$ cat src/rtl/conv_enc_pkg.sv
package conv_enc_pkg;
    typedef enum logic {
        ST_RUN  = 1'b0,
        ST_TAIL = 1'b1
    } enc_state_e;
endpackage

$ cat src/rtl/conv_enc_taps.sv
// Combinational generator network: one XOR-reduce per output bit.
module conv_enc_taps #(
    parameter int CL   = 3,
    parameter int NOUT = 2,
    parameter logic [NOUT-1:0][CL-1:0] GENS = {3'b111, 3'b101}
) (
    input  logic [CL-1:0]   win,   // win[CL-1] = current bit, win[0] = oldest
    output logic [NOUT-1:0] sym
);
    for (genvar g = 0; g < NOUT; g++) begin : g_out
        assign sym[g] = ^(win & GENS[g]);
    end
endmodule

$ cat src/rtl/conv_enc_shreg.sv
// Encoder memory: the CL-1 most recent accepted bits, newest at the top.
module conv_enc_shreg #(
    parameter int CL = 3,
    localparam int MW = CL - 1
) (
    input  logic          clk,
    input  logic          rst,
    input  logic          clr,
    input  logic          shift,
    input  logic          din,
    output logic [MW-1:0] mem
);
    always_ff @(posedge clk) begin
        if (rst) begin
            mem <= '0;
        end else if (shift) begin
            if (clr) mem <= {din, {(MW-1){1'b0}}};
            else     mem <= {din, mem[MW-1:1]};
        end else if (clr) begin
            mem <= '0;
        end
    end

    AST_IDLE_HOLDS: assert property (@(posedge clk) disable iff (rst)
        (!shift && !clr) |=> $stable(mem));
    AST_CLEAR_ZEROES: assert property (@(posedge clk) disable iff (rst)
        (clr && !shift) |=> (mem == '0));
endmodule

$ cat src/rtl/conv_enc_ctrl.sv
// Run/tail state machine.
module conv_enc_ctrl
    import conv_enc_pkg::*;
#(
    parameter int TAIL_LEN = 2,
    localparam int CNT_W = (TAIL_LEN > 1) ? $clog2(TAIL_LEN) : 1
) (
    input  logic       clk,
    input  logic       rst,
    input  logic       sof,
    input  logic       in_valid,
    input  logic       flush_req,
    output logic       shift_en,
    output logic       zero_feed,
    output logic       tail_last,
    output enc_state_e state
);
    enc_state_e       nxt;
    logic [CNT_W-1:0] cnt;

    // state register
    always_ff @(posedge clk) begin
        if (rst) begin
            state <= ST_RUN;
            cnt   <= '0;
        end else begin
            state <= nxt;
            cnt   <= (state == ST_TAIL && nxt == ST_TAIL) ? cnt + 1'b1 : '0;
        end
    end

    // next state and outputs
    always_comb begin
        nxt       = state;
        shift_en  = 1'b0;
        zero_feed = 1'b0;
        tail_last = 1'b0;
        unique case (state)
            ST_RUN: begin
                if (sof) begin
                    shift_en = in_valid;
                end else if (flush_req) begin
                    nxt = ST_TAIL;
                end else begin
                    shift_en = in_valid;
                end
            end
            ST_TAIL: begin
                if (sof) begin
                    shift_en = in_valid;
                    nxt      = ST_RUN;
                end else begin
                    shift_en  = 1'b1;
                    zero_feed = 1'b1;
                    if (cnt == CNT_W'(TAIL_LEN - 1)) begin
                        tail_last = 1'b1;
                        nxt       = ST_RUN;
                    end
                end
            end
        endcase
    end

    AST_FLUSH_ENTERS_TAIL: assert property (@(posedge clk) disable iff (rst)
        (state == ST_RUN && flush_req && !sof) |=> (state == ST_TAIL));
    AST_SOF_ABORTS: assert property (@(posedge clk) disable iff (rst)
        sof |=> (state == ST_RUN));
endmodule

$ cat src/rtl/conv_enc_r12.sv
// Rate-1/2, constraint-length-3 convolutional encoder with zero-tail flush.
module conv_enc_r12
    import conv_enc_pkg::*;
#(
    parameter int CL   = 3,
    parameter logic [1:0][CL-1:0] GENS = {3'b111, 3'b101}
) (
    input  logic       clk,
    input  logic       rst,
    input  logic       sof,
    input  logic       in_valid,
    input  logic       in_bit,
    input  logic       flush_req,
    output logic       out_valid,
    output logic [1:0] out_sym,
    output logic       flush_done
);
    localparam int MW = CL - 1;

    enc_state_e    state;
    logic          shift_en, zero_feed, tail_last;
    logic [MW-1:0] mem;
    logic          cur;
    logic [CL-1:0] win;
    logic [1:0]    sym;

    conv_enc_ctrl #(.TAIL_LEN(MW)) u_ctrl (
        .clk       (clk),
        .rst       (rst),
        .sof       (sof),
        .in_valid  (in_valid),
        .flush_req (flush_req),
        .shift_en  (shift_en),
        .zero_feed (zero_feed),
        .tail_last (tail_last),
        .state     (state)
    );

    assign cur = zero_feed ? 1'b0 : in_bit;
    assign win = {cur, (sof ? {MW{1'b0}} : mem)};

    conv_enc_shreg #(.CL(CL)) u_mem (
        .clk   (clk),
        .rst   (rst),
        .clr   (sof),
        .shift (shift_en),
        .din   (cur),
        .mem   (mem)
    );

    conv_enc_taps #(.CL(CL), .NOUT(2), .GENS(GENS)) u_taps (
        .win (win),
        .sym (sym)
    );

    always_ff @(posedge clk) begin
        if (rst) begin
            out_valid  <= 1'b0;
            out_sym    <= '0;
            flush_done <= 1'b0;
        end else begin
            out_valid  <= shift_en;
            flush_done <= tail_last;
            if (shift_en) out_sym <= sym;
        end
    end

    AST_VALID_AFTER_BIT: assert property (@(posedge clk) disable iff (rst)
        (in_valid && (sof || (state == ST_RUN && !flush_req))) |=> out_valid);
    AST_NO_SPURIOUS_VALID: assert property (@(posedge clk) disable iff (rst)
        (state == ST_RUN && !in_valid) |=> !out_valid);
    AST_SYM_HELD: assert property (@(posedge clk) disable iff (rst)
        !out_valid |=> (out_valid || $stable(out_sym)));
    AST_TAIL_EMITS: assert property (@(posedge clk) disable iff (rst)
        (state == ST_TAIL && !sof) |=> out_valid);
    AST_DONE_WITH_SYMBOL: assert property (@(posedge clk) disable iff (rst)
        flush_done |-> (out_valid && mem == '0));
endmodule

$ cat config.mk
export PLATFORM = sky130hd
export DESIGN_NAME = conv_enc_r12
export DESIGN_NICKNAME = d
export VERILOG_FILES = /design/src/rtl/conv_enc_pkg.sv /design/src/rtl/conv_enc_taps.sv /design/src/rtl/conv_enc_shreg.sv /design/src/rtl/conv_enc_ctrl.sv /design/src/rtl/conv_enc_r12.sv
export SDC_FILE = /design/constraint.sdc
export NUM_CORES = 1
export LEC_CHECK = 0
export ABC_AREA = 0
export BUFFER_PORTS_ARGS = -buffer_cell sky130_fd_sc_hd__buf_2
export CAP_MARGIN = 10
export CORE_AREA = 2 2 39 41
export CTS_BUF_LIST = sky130_fd_sc_hd__clkbuf_4
export CTS_CLUSTER_DIAMETER = 100
export DETAILED_ROUTE_END_ITERATION = 7
export DIE_AREA = 0 0 41 43
export PLACE_DENSITY = 0.46
export SETUP_SLACK_MARGIN = 0.3
export SYNTH_ARGS = -nofsm -noshare
export SYNTH_HDL_FRONTEND = slang
export SYNTH_SLANG_ARGS = --single-unit
$ cat constraint.sdc
create_clock -name clk -period 1.5 [get_ports clk]
set_clock_uncertainty 0.15 [all_clocks]
set_input_delay 0.075 -clock clk [delete_from_list [all_inputs] [get_ports clk]]
set_output_delay 0.075 -clock clk [all_outputs]
set_load 0.05 [all_outputs]
Word-level counts from Yosys, hierarchy flattened. Cells that the tools add are included.

Flip-flop bits (word level): 8. Input bits: 6. Output and inout port bits: 4. Word-level logic and storage cells: 30.

$add $sub $neg: 1. Multiplexer cells: 16. Bitwise logic cells: 2. Reduce and logical (&&, ||, !) cells: 5.

Operator list (number): 1-bit 2-to-1 mux (12); 3-bit parity (2); 2-bit 2-to-1 mux (2); 1-bit one-hot mux with 2 select lines (2); 3-bit OR reduction (1); 1-bit NOT (2); 2-bit OR reduction (1); 1-bit adder, second input constant (1); 1-bit logical AND (1).

Longest topological paths before layout.
Depth after elaboration: 6. Depth in mapped cells: 4. Depth with buffers taken out: 4.

Cells and area by module. A second synthesis with hierarchy kept.

Cell total of the unflattened synthesis: 31. Area, all modules: 334.1 µm².

By module, submodules not included: conv_enc_r12 (times used 1, cells each 13, area each 138.9 µm², seq. area each 80.1 µm²); conv_enc_ctrl (times used 1, cells each 9, area each 90.1 µm², seq. area each 40.0 µm²); conv_enc_shreg (times used 1, cells each 7, area each 72.6 µm², seq. area each 40.0 µm²); conv_enc_taps (times used 1, cells each 2, area each 32.5 µm², seq. area each 0.0 µm²).

Least setup slack after synthesis. Ideal clock, no wire load.

Kind: reg-to-reg. From: register u_ctrl.state. To: register out_sym[1]. Setup time: 0.079 ns. Arrival: 0.946 ns. Required time: 1.271 ns. Setup slack: 0.325 ns. Cell stages (with the launch flop): 5. Path buffers: 0. Clock period less this slack: 1.175 ns. Cells stage by stage: dfxtp_1 > nand2b_2 > a21boi_4 > nor2b_1 > a211oi_2.

Cells in the longest elaborated chain, start to end: 3. Elaborated cells on any way between the ends: 5. Those cells by class: 3 x mux; 1 x bitwise; 1 x reduce/logical.

Ends and longest elaborated chain: start: declaration (RTL line conv_enc_ctrl.sv:16) `output enc_state_e state`; start signal: assignment (RTL line conv_enc_ctrl.sv:27) `state <= nxt;`; 1-bit 2-to-1 mux (RTL line conv_enc_ctrl.sv:38) `unique case (state)`; 1-bit 2-to-1 mux (RTL line conv_enc_r12.sv:39) `assign cur = zero_feed ? 1'b0 : in_bit;`; 3-bit parity (RTL line conv_enc_taps.sv:11) `assign sym[g] = ^(win & GENS[g]);`; end signal: assignment (RTL line conv_enc_r12.sv:64) `if (shift_en) out_sym <= sym;`; end: declaration (RTL line conv_enc_r12.sv:15) `output logic [1:0] out_sym,`.

Several ways; a longest one is shown, not always the timed one. A chain may end at the register's enable or synchronous reset.

Final worst setup path.
From: register u_ctrl.state. To: register u_mem.mem[0].

Cells in the longest elaborated chain, start to end: 3.

Ends and longest elaborated chain: 1-bit NOT (RTL line conv_enc_ctrl.sv:38); 1-bit one-hot mux with 2 select lines (*) (RTL line conv_enc_ctrl.sv:38); 2-bit 2-to-1 mux (*) (RTL line conv_enc_shreg.sv:16) `end else if (shift) begin`; end signal: assignment (RTL line conv_enc_shreg.sv:17) `if (clr) mem <= {din, {(MW-1){1'b0}}};`; end signal: assignment (RTL line conv_enc_shreg.sv:18) `else mem <= {din, mem[MW-1:1]};`; end: declaration (RTL line conv_enc_shreg.sv:11) `output logic [MW-1:0] mem`.

Every way passes the cells marked *; elsewhere a longest branch is shown, timed or not.

==> results.md <==
* # port buffers at 9
* Crit path arrival time at 1210 ps
* Synth Register Bits at 8
* Crit Path Max Fanout at 6
* Post-synthesis instance area at approximately 360 sq um
* Top cells by area, synth: dfxtp_1 (45%), a21oi_1 (7.0%), nor3_1 (5.6%)
* Hold Fails Final Rpt at 0
* Layout Nets at 66
* CTS Sinks at 8
* GPL Wtd Cong at 0.694
* CTS Buf Count at 3
* Cells after Synth at 39
* Reg clk slew, reported paths at 50 ps
* Initial Util at ~26%
* Fillers at 147
* Top cell type's share of synthesized area at 45.1%
* Share of cells above drive strength 1 at 37.9%
* I/O pin count at 10
* Fin. max-slew vios at 0
* Most frequent cells in the layout: buf_2 (9), dfxtp_1 (6), dlygate4sd3_1 (5)
* Detailed-route via count at 347
* Worst-Margin Slew at 248 ps
* PwrDens at about 930 mW/mm^2
* Global-route wire length before repair at around 1.3 mm
* Final min period at 1220 ps
* Fin crit share at 81.1%
* Endpoint class of the critical path: register
* Fmax at 822 MHz
* Max Root-Sink Buffers at 2
* Root Buffer: clkbuf_4
* Synth area leader: dfxtp_1
* Req. time, crit path at 1500 ps
* Max_cap viols at 0
* # rows at 14
* Initial antenna violation count at 0
* DP Area at about 420 sq um
* Yosys Warn Count at 0
* Drt first pass iters at 2
* Share of the yosys chip area belonging to registers at 45.1%
* Async S/R FF share, synth at 0%
* Kind of critical path: register to register
* Synth-to-Final Area Change at 51.1%
* Mean Syn Cell Area at 9.11 sq um
* Starting DRT DRC Count at 3
* Number of global-route vias before repair at 312
* Number of enable flip-flop cells after synthesis at 0
* Yosys cell types at 18
* Net count after synthesis at 45
* Vias per cell at around 4.7
* Largest net degree at the start of global routing at 10
* Final WL at 835 microns
* Class of the worst hold path: input port to register
* RSZ-0062 raised after global routing: yes
* Die area at ~0.0018 sq mm
* Wirelength per Cell at 11.3 microns
* GRT Util Overall at 11.2%
* Worst vdd ir at 381 uV
* Most common cell after layout, fill and taps aside: buf_2
* Core box area at 0.00138 sq mm
* Overall Power at 0.499 mW
* Most used DFF post-synth: dfxtp_1
* Fin area at 537 sq um
* Reg-to-reg slack, setup at 280 ps
* Post-layout util at between 30% and 40%
* # diodes at 0
* Hpwl dp at 505 microns
* Clock latency on the worst-skew pair at 260 ps
* Lkg Pwr at around 0.23 nW
* Die Y-Extent at 43 microns
* Residual DRC count at 0
* Setup crit start kind: register
* CTS H-tree lvls at 1
* Setup-failing EPs final at 0
* Grt ovf at 0
* Setup TNS at 0 ps
* Status: complete, no violations
* Antenna-violating nets left at 0
* Die W at 41 microns
* Slew headroom at roughly 84%
* CTS tree: done
critical path: stages (launching register included):
cell      delay, ps
dfxtp_4         360
nand2b_4         70
a21boi_4        230
mux2i_1         220
nor3_1           70
path summary, 6_finish.rpt:
| path | start | end | depth (start not counted) |
|---|---|---|---|
| worst min register to register | u_ctrl.cnt | u_ctrl.cnt | 1 |
| worst max-delay path | u_ctrl.state | u_mem.mem[0] | 4 |
| worst min-delay path | sof | u_ctrl.state | 4 |
| worst max register to register | u_ctrl.state | u_mem.mem[0] | 4 |
power breakdown:
part	internal (mW)	leakage, nW	switching, mW
combinational	0.0468	0.148	0.0565
sequential	0.221	0.0667	0.00784
clock	0.0916	0.0138	0.0746
total	0.360	0.228	0.139
registers in the layout, summed over array words and instances, names as in the netlist:
| register | count |
|---|---|
| out_valid | 1 |
| u_mem.mem | 2 |
| out_sym | 2 |
| u_ctrl.cnt | 1 |
| u_ctrl.state | 1 |
| flush_done | 1 |
synthesized netlist by cell type, types with 2 or more instances:
cell type and n:
dfxtp_1 8, nand3b_1 2, nor2_1 4, nor2b_1 2
a21oi_1 5, nand2_1 2, nor3_1 4, o21ai_0 2
what timing repair did:
item                       4_1_cts  5_1_grt
setup endpoints to repair        2        3
gates resized for setup          2        6
setup buffers                    1        2
hold buffers                     5        0
hold endpoints to repair         7        0
pin swaps                        0        2
per-stage QoR:
step / hold slack, ps / worst slack [ps] / std cells
finish: 46.5 / 283 / 74
CTS: 32.5 / 306 / 72
global placement: 211 / 287 / 63
global route: 79.7 / 217 / 74
detailed placement: 203 / 273 / 63
floorplan: 4.31 / 325 / 39
cell families after synthesis:
kind of cell | share of synthesized area, %
flip-flops | 45.1
XOR/XNOR | 2.47
AND/OR/NAND/NOR | 27.8
multiplexers | 2.82
buffers and inverters | 1.06
AO/OA/AOI/OAI | 20.8
final cells by class:
cell class	count	area, sq um	share of cell area, %
timing repair buffer	17	121	22.6
tap	16	20.0	3.73
clock buffer	3	22.5	4.20
multi-input combinational	30	208	38.7
sequential	8	165	30.8
routing by layer:
layer  track usage [%]  share of wire (%)  vias to the layer above
met5                 0                  0                        -
met4              4.00                1.9                        0
met3              7.85                5.6                        2
met2              15.3                 48                        9
met1              13.2                 45                      158
li1                  -                  -                      178
(Power assumes the default switching activity.)
